### src/rtl/irqgrp_pkg.sv
package irqgrp_pkg;

    localparam int ADDR_W = 3;

    typedef logic [ADDR_W-1:0] reg_addr_t;

    localparam reg_addr_t ADR_STATUS = 3'd0;
    localparam reg_addr_t ADR_EN_SET = 3'd1;
    localparam reg_addr_t ADR_EN_CLR = 3'd2;
    localparam reg_addr_t ADR_RESULT = 3'd3;
    localparam reg_addr_t ADR_RSVD   = 3'd4;

    typedef enum logic [2:0] {
        SEL_STATUS,
        SEL_EN_SET,
        SEL_EN_CLR,
        SEL_RESULT,
        SEL_NONE
    } reg_sel_e;

    typedef struct packed {
        logic st_clr;
        logic en_set;
        logic en_clr;
    } wr_strobe_t;

    function automatic reg_sel_e decode_sel(reg_addr_t a);
        case (a)
            ADR_STATUS: return SEL_STATUS;
            ADR_EN_SET: return SEL_EN_SET;
            ADR_EN_CLR: return SEL_EN_CLR;
            ADR_RESULT: return SEL_RESULT;
            default:    return SEL_NONE;
        endcase
    endfunction

    function automatic wr_strobe_t make_strobes(reg_sel_e sel, logic we);
        wr_strobe_t s;
        s.st_clr = we && (sel == SEL_STATUS);
        s.en_set = we && (sel == SEL_EN_SET);
        s.en_clr = we && (sel == SEL_EN_CLR);
        return s;
    endfunction

endpackage

### src/rtl/irqgrp_regdec.sv
module irqgrp_regdec
    import irqgrp_pkg::*;
(
    input  reg_addr_t  addr_i,
    input  logic       we_i,
    output reg_sel_e   sel_o,
    output wr_strobe_t strobe_o
);

    always_comb begin
        sel_o    = decode_sel(addr_i);
        strobe_o = make_strobes(sel_o, we_i);
    end

endmodule

### src/rtl/irqgrp_bits.sv
module irqgrp_bits
    import irqgrp_pkg::*;
#(
    parameter int NUM_SRC = 32
) (
    input  logic               clk_i,
    input  logic               rst_i,
    input  logic [NUM_SRC-1:0] src_i,
    input  logic [NUM_SRC-1:0] wdata_i,
    input  wr_strobe_t         strobe_i,
    output logic [NUM_SRC-1:0] status_o,
    output logic [NUM_SRC-1:0] enable_o
);

    logic [NUM_SRC-1:0] status_q, status_d;
    logic [NUM_SRC-1:0] enable_q, enable_d;

    for (genvar i = 0; i < NUM_SRC; i++) begin : g_bit
        // a fresh event outranks a clear in the same cycle
        assign status_d[i] = src_i[i]
                           | (status_q[i] & ~(strobe_i.st_clr & wdata_i[i]));
        assign enable_d[i] = (strobe_i.en_set & wdata_i[i])
                           | (enable_q[i] & ~(strobe_i.en_clr & wdata_i[i]));
    end

    always_ff @(posedge clk_i) begin
        if (rst_i) begin
            status_q <= '0;
            enable_q <= '0;
        end else begin
            status_q <= status_d;
            enable_q <= enable_d;
        end
    end

    assign status_o = status_q;
    assign enable_o = enable_q;

endmodule

### src/rtl/irqgrp_route.sv
module irqgrp_route #(
    parameter int NUM_SRC = 32
) (
    input  logic               clk_i,
    input  logic               rst_i,
    input  logic               direct_i,
    input  logic [NUM_SRC-1:0] result_i,
    output logic [NUM_SRC-1:0] line_o,
    output logic               group_o
);

    logic [NUM_SRC-1:0] line_d;
    logic               group_d;

    always_comb begin
        line_d  = direct_i ? result_i : '0;
        group_d = ~direct_i & (|result_i);
    end

    always_ff @(posedge clk_i) begin
        if (rst_i) begin
            line_o  <= '0;
            group_o <= 1'b0;
        end else begin
            line_o  <= line_d;
            group_o <= group_d;
        end
    end

endmodule

### src/rtl/irqgrp_top.sv
module irqgrp_top
    import irqgrp_pkg::*;
#(
    parameter int NUM_SRC = 32
) (
    input  logic                clk_i,
    input  logic                rst_i,
    input  logic [NUM_SRC-1:0]  src_i,
    input  logic                direct_mode_i,
    input  logic [ADDR_W-1:0]   bus_addr_i,
    input  logic                bus_we_i,
    input  logic [NUM_SRC-1:0]  bus_wdata_i,
    output logic [NUM_SRC-1:0]  bus_rdata_o,
    output logic [NUM_SRC-1:0]  line_irq_o,
    output logic                group_irq_o
);

    reg_sel_e           sel;
    wr_strobe_t         strobe;
    logic [NUM_SRC-1:0] status_q;
    logic [NUM_SRC-1:0] enable_q;
    logic [NUM_SRC-1:0] result;

    irqgrp_regdec u_dec (
        .addr_i   (bus_addr_i),
        .we_i     (bus_we_i),
        .sel_o    (sel),
        .strobe_o (strobe)
    );

    irqgrp_bits #(.NUM_SRC(NUM_SRC)) u_bits (
        .clk_i    (clk_i),
        .rst_i    (rst_i),
        .src_i    (src_i),
        .wdata_i  (bus_wdata_i),
        .strobe_i (strobe),
        .status_o (status_q),
        .enable_o (enable_q)
    );

    assign result = status_q & enable_q;

    irqgrp_route #(.NUM_SRC(NUM_SRC)) u_route (
        .clk_i    (clk_i),
        .rst_i    (rst_i),
        .direct_i (direct_mode_i),
        .result_i (result),
        .line_o   (line_irq_o),
        .group_o  (group_irq_o)
    );

    always_comb begin
        case (sel)
            SEL_STATUS: bus_rdata_o = status_q;
            SEL_EN_SET,
            SEL_EN_CLR: bus_rdata_o = enable_q;
            SEL_RESULT: bus_rdata_o = result;
            default:    bus_rdata_o = '0;
        endcase
    end

endmodule

### config.mk
export PLATFORM = sky130hd
export DESIGN_NAME = irqgrp_top
export DESIGN_NICKNAME = d
export VERILOG_FILES = /design/src/rtl/irqgrp_pkg.sv /design/src/rtl/irqgrp_regdec.sv /design/src/rtl/irqgrp_bits.sv /design/src/rtl/irqgrp_route.sv /design/src/rtl/irqgrp_top.sv
export SDC_FILE = /design/constraint.sdc
export NUM_CORES = 1
export LEC_CHECK = 0
export BUFFER_PORTS_ARGS = -buffer_cell sky130_fd_sc_hd__clkbuf_2
export CAP_MARGIN = 20
export CORE_ASPECT_RATIO = 0.5
export CORE_MARGIN = 10
export CORE_UTILIZATION = 49
export DETAILED_ROUTE_END_ITERATION = 8
export HOLD_SLACK_MARGIN = 0.02
export PLACE_DENSITY = 0.81
export SLEW_MARGIN = 20
export SYNTH_ARGS = -nofsm -noshare
export SYNTH_HDL_FRONTEND = slang
export SYNTH_SLANG_ARGS = --single-unit
### constraint.sdc
create_clock -name clk_i -period 1.2 [get_ports clk_i]
set_input_delay 0.06 -clock clk_i [delete_from_list [all_inputs] [get_ports clk_i]]
set_output_delay 0.06 -clock clk_i [all_outputs]
set_load 0.01 [all_outputs]
==> results.md <==
- The run finished, with violations left.
- The final reports fail on negative setup slack.
- The nature of the critical path startpoint is a flop.
- Buffers inserted during clock tree synthesis total 9.
- Each instance of the synthesized netlist takes up on average 7.95 um2.
- The count of nets after finishing is 751.
- The analysis attributes to cell leakage a power of 2.56 nW.
- Dividing the detail-routed wire length by the instance count gives 19.1 um.
- Row generation in the floorplan step produced 22 rows.
- The tool flagged a number of max-cap violations equal to 0.
- The mapped netlist covers 3700 um2.
- Data on the critical path is required at its endpoint by 1.14 ns.
- For this run, the detailed router's first-pass iteration total came to 6.
- In the final layout, flip-flops and latches occupy 1960 um2.
- The detail-routed via count per cell is 5.70.
- IR analysis of the VDD net gives a maximum drop of 0.000947 V.
- The number of endpoints with negative hold slack in the final report came to 0.
- After synthesis, the share of cell area in mux cells is 0%.
- The tree is rooted in a sky130_fd_sc_hd__clkbuf_16.
- The xor/xnor cell area share of the yosys netlist is 0.237%.
- The number of nets produced by synthesis is 536.
- In this run the biggest area consumer among cell types represents 52.5% of the synthesized area.
- Once layout is complete, the utilization of the core stands at 79.6%.
- The largest net degree at the start of global routing is 33.
- The count of mapped cells out of synthesis is 465.
- The maximum fanout along the worst path is 2.
- The area growth from synthesis to layout is 57.7%.
- The cell area after layout is 5830 um2.
- The number of antenna violations at the first check in global routing is 2.
- The worst setup margin is -0.0264 ns.
- The total congestion overflow is 0.
- The post-synthesis cell type count is 17.
- The violation count after the first detailed-route iteration is 412.
- The placer congestion estimate is 0.838.
- The biggest area contributor in the post-synthesis netlist is sky130_fd_sc_hd__dfxtp_1.
- The placed instance area is 4750 um2.
- After clock tree synthesis, the clock-pin slew on the worst setup and hold paths is 0.06 ns.
- The setup total negative slack is -0.0444 ns.
- The final antenna-violating net count is 0.
- From bottom edge to top edge, the die measures 81.4 um.
- Power spread over the standard cell area amounts to 1300 nW/um2.
- The via count of the first global-routing pass is 4365.
- The synthesized-area fraction occupied by ao, oa, aoi and oai cells is 16.4%.
- The worst clock skew is 0.00846 ns.
- The minimum clock period is 1.23 ns.
- The arrival time reported for the critical path endpoint is 1.17 ns.
- In this run the tool buffered the top-level ports with 135 buffer cells.
- After synthesis the netlist holds a flip-flop and latch count of 97.
- Setup repair after global routing could not meet its margin everywhere.
- For this run, design rule violations remaining after detail routing come to 0.
- The slew of the pin with the lowest slew margin is 0.291 ns.
- The sequential share of the synthesized area is 52.5%.
- The H-tree generated during clock tree synthesis spans 3 levels.
- TritonCTS built the clock tree.
- Wires add up to 14.9 mm.
- By area the synthesized netlist is led by sky130_fd_sc_hd__dfxtp_1, sky130_fd_sc_hd__nor2_1, sky130_fd_sc_hd__nand2_1.
- The combined area of the multi-input logic cells is 1710 um2.
- Setup violations remaining at the end of the flow were counted as 2.
- The class of the tightest hold or removal check is input port to flop.
- The maximum clock path buffer count is 2.
- The overall track demand over capacity in global routing is 22.4%.
- After layout, the worst path uses 102% of the clock period.
- The tightest slew margin relative to the limit is 80.5%.
- The synthesized netlist devotes 0% of its cell area to adder and majority cells.
- The number of fillers in the final layout is 448.
- In this run the standard cell core region covers 7320 um2.
- The first global-routing pass estimated 21.1 mm of wire.
- The floorplan step defined a die boundary enclosing 11600 um2.
- The die is 143 um wide.
- The basic-gate share of the synthesized area counting and, or, nand and nor cells is 26.0%.
- The estimated wirelength of the detail-placed design is 8.44 mm.
- The via count of the routed design is 4465.
- The clock latency on the worst-skew pair is 0.34 ns.
- The total clock sinks is 97.
- The final total power is 7.58 mW.
- The proportion of layout cells with a drive suffix above 1 is 32.8%.
- The number of pins exceeding their max-slew limit in the final report came to 0.
- The maximum clock frequency is 815 MHz.
- During synthesis, Yosys emitted a total of 0 warnings.
- For this configuration, the core starts out at a cell density of 50.5%.
- STA classifies the critical path endpoint as an output port.
- By area, the combinational part of the netlist is dominated by simple AND/OR/NAND/NOR gates.
- The I/O pin total is 136.
- The minimum hold slack is 0.0236 ns.
- The worst setup path is of the flop to output port kind.
[layout by cell type, fill, tap and decap left out, types with 2 or more instances in the layout]
cell	Yosys	routed
sky130_fd_sc_hd__diode_2	0	2
sky130_fd_sc_hd__nor2_1	129	127
sky130_fd_sc_hd__dfxtp_1	97	85
sky130_fd_sc_hd__dlygate4sd3_1	0	55
sky130_fd_sc_hd__clkbuf_2	0	118
sky130_fd_sc_hd__nand2_2	0	4
sky130_fd_sc_hd__buf_2	8	15
sky130_fd_sc_hd__o22ai_2	0	7
sky130_fd_sc_hd__o22ai_1	32	23
sky130_fd_sc_hd__dfxtp_2	0	12
sky130_fd_sc_hd__o22ai_4	0	2
sky130_fd_sc_hd__buf_6	7	8
sky130_fd_sc_hd__bufinv_16	0	2
sky130_fd_sc_hd__a22oi_1	32	32
sky130_fd_sc_hd__a21oi_1	32	32
sky130_fd_sc_hd__clkbuf_16	0	11
sky130_fd_sc_hd__buf_12	0	6
sky130_fd_sc_hd__nand2_1	96	92
sky130_fd_sc_hd__clkbuf_1	16	2
sky130_fd_sc_hd__nand4_1	8	8
sky130_fd_sc_hd__buf_4	0	30
[power by group]
group / leakage (nW) / switching, mW / internal (mW)
sequential: 0.797 / 0.0885 / 3.33
clock: 0.153 / 1.21 / 1.89
combinational: 1.61 / 0.537 / 0.524
[Yosys cell counts]
cell type	number
sky130_fd_sc_hd__a211oi_1	1
sky130_fd_sc_hd__a21oi_1	32
sky130_fd_sc_hd__a22oi_1	32
sky130_fd_sc_hd__and4bb_1	1
sky130_fd_sc_hd__buf_2	8
sky130_fd_sc_hd__buf_6	7
sky130_fd_sc_hd__clkbuf_1	16
sky130_fd_sc_hd__dfxtp_1	97
sky130_fd_sc_hd__nand2_1	96
sky130_fd_sc_hd__nand2b_1	1
sky130_fd_sc_hd__nand4_1	8
sky130_fd_sc_hd__nor2_1	129
sky130_fd_sc_hd__nor4_1	2
sky130_fd_sc_hd__nor4b_4	1
sky130_fd_sc_hd__nor4bb_1	1
sky130_fd_sc_hd__o22ai_1	32
sky130_fd_sc_hd__xor2_1	1
[through the flow]
step / std cells / setup WS, ns
floorplan: 465 / 0.111
global placement: 709 / -0.0431
detailed placement: 709 / -0.0947
CTS: 780 / -0.00242
global route: 783 / -0.0410
finish: 783 / -0.0264
[state kept, by name, indices dropped and copies added, names as in the netlist]
register and count:
u_bits.enable_o 32, u_bits.status_o 32, u_route.group_o 1, u_route.line_o 32
[final cells by class]
class | count | share of cell area (%)
antenna | 2 | 0.0859
timing repair buffer | 235 | 29.4
clock buffer | 12 | 4.23
sequential | 97 | 33.6
tap | 96 | 2.06
multi-input combinational | 337 | 29.3
clock inverter | 4 | 1.31
[cells by family after synthesis]
family,Yosys count
simple gates,239
compound gates,97
flops,97
buf+inv,31
xor+xnor,1
[worst max-delay path, stage by stage, from the launching register on]
cell                      delay, ns
sky130_fd_sc_hd__dfxtp_2       0.34
sky130_fd_sc_hd__buf_6         0.12
sky130_fd_sc_hd__o22ai_4       0.16
sky130_fd_sc_hd__nor2_2        0.07
sky130_fd_sc_hd__buf_2         0.15
[path summary, 6_finish.rpt]
| kind | startpoint | end | slack (ns) | cells after the start |
|---|---|---|---|---|
| min reg2reg | u_bits.enable_o[8] | u_route.line_o[8] | 0.47 | 2 |
| min | bus_wdata_i[20] | u_bits.enable_o[20] | 0.02 | 3 |
| max | u_bits.status_o[11] | bus_rdata_o[11] | -0.03 | 4 |
| max reg2reg | u_bits.enable_o[20] | u_route.group_o | 0.02 | 5 |
[repair_timing]
item | CTS | global route
pin swaps | 1 | 23
setup buffers | 0 | 1
hold buffers | 55 | 0
hold endpoints to repair | 55 | 0
gates cloned | 0 | 2
endpoints found under the setup margin | 4 | 31
gates resized for setup | 3 | 57
[routing by layer]
layer  wire length (um)  track usage (%)
met4                788             11.8
met2               7330             41.1
met5                  0                0
met3               1470             6.68
met1               5330             23.4
(Power assumes the default switching activity.)
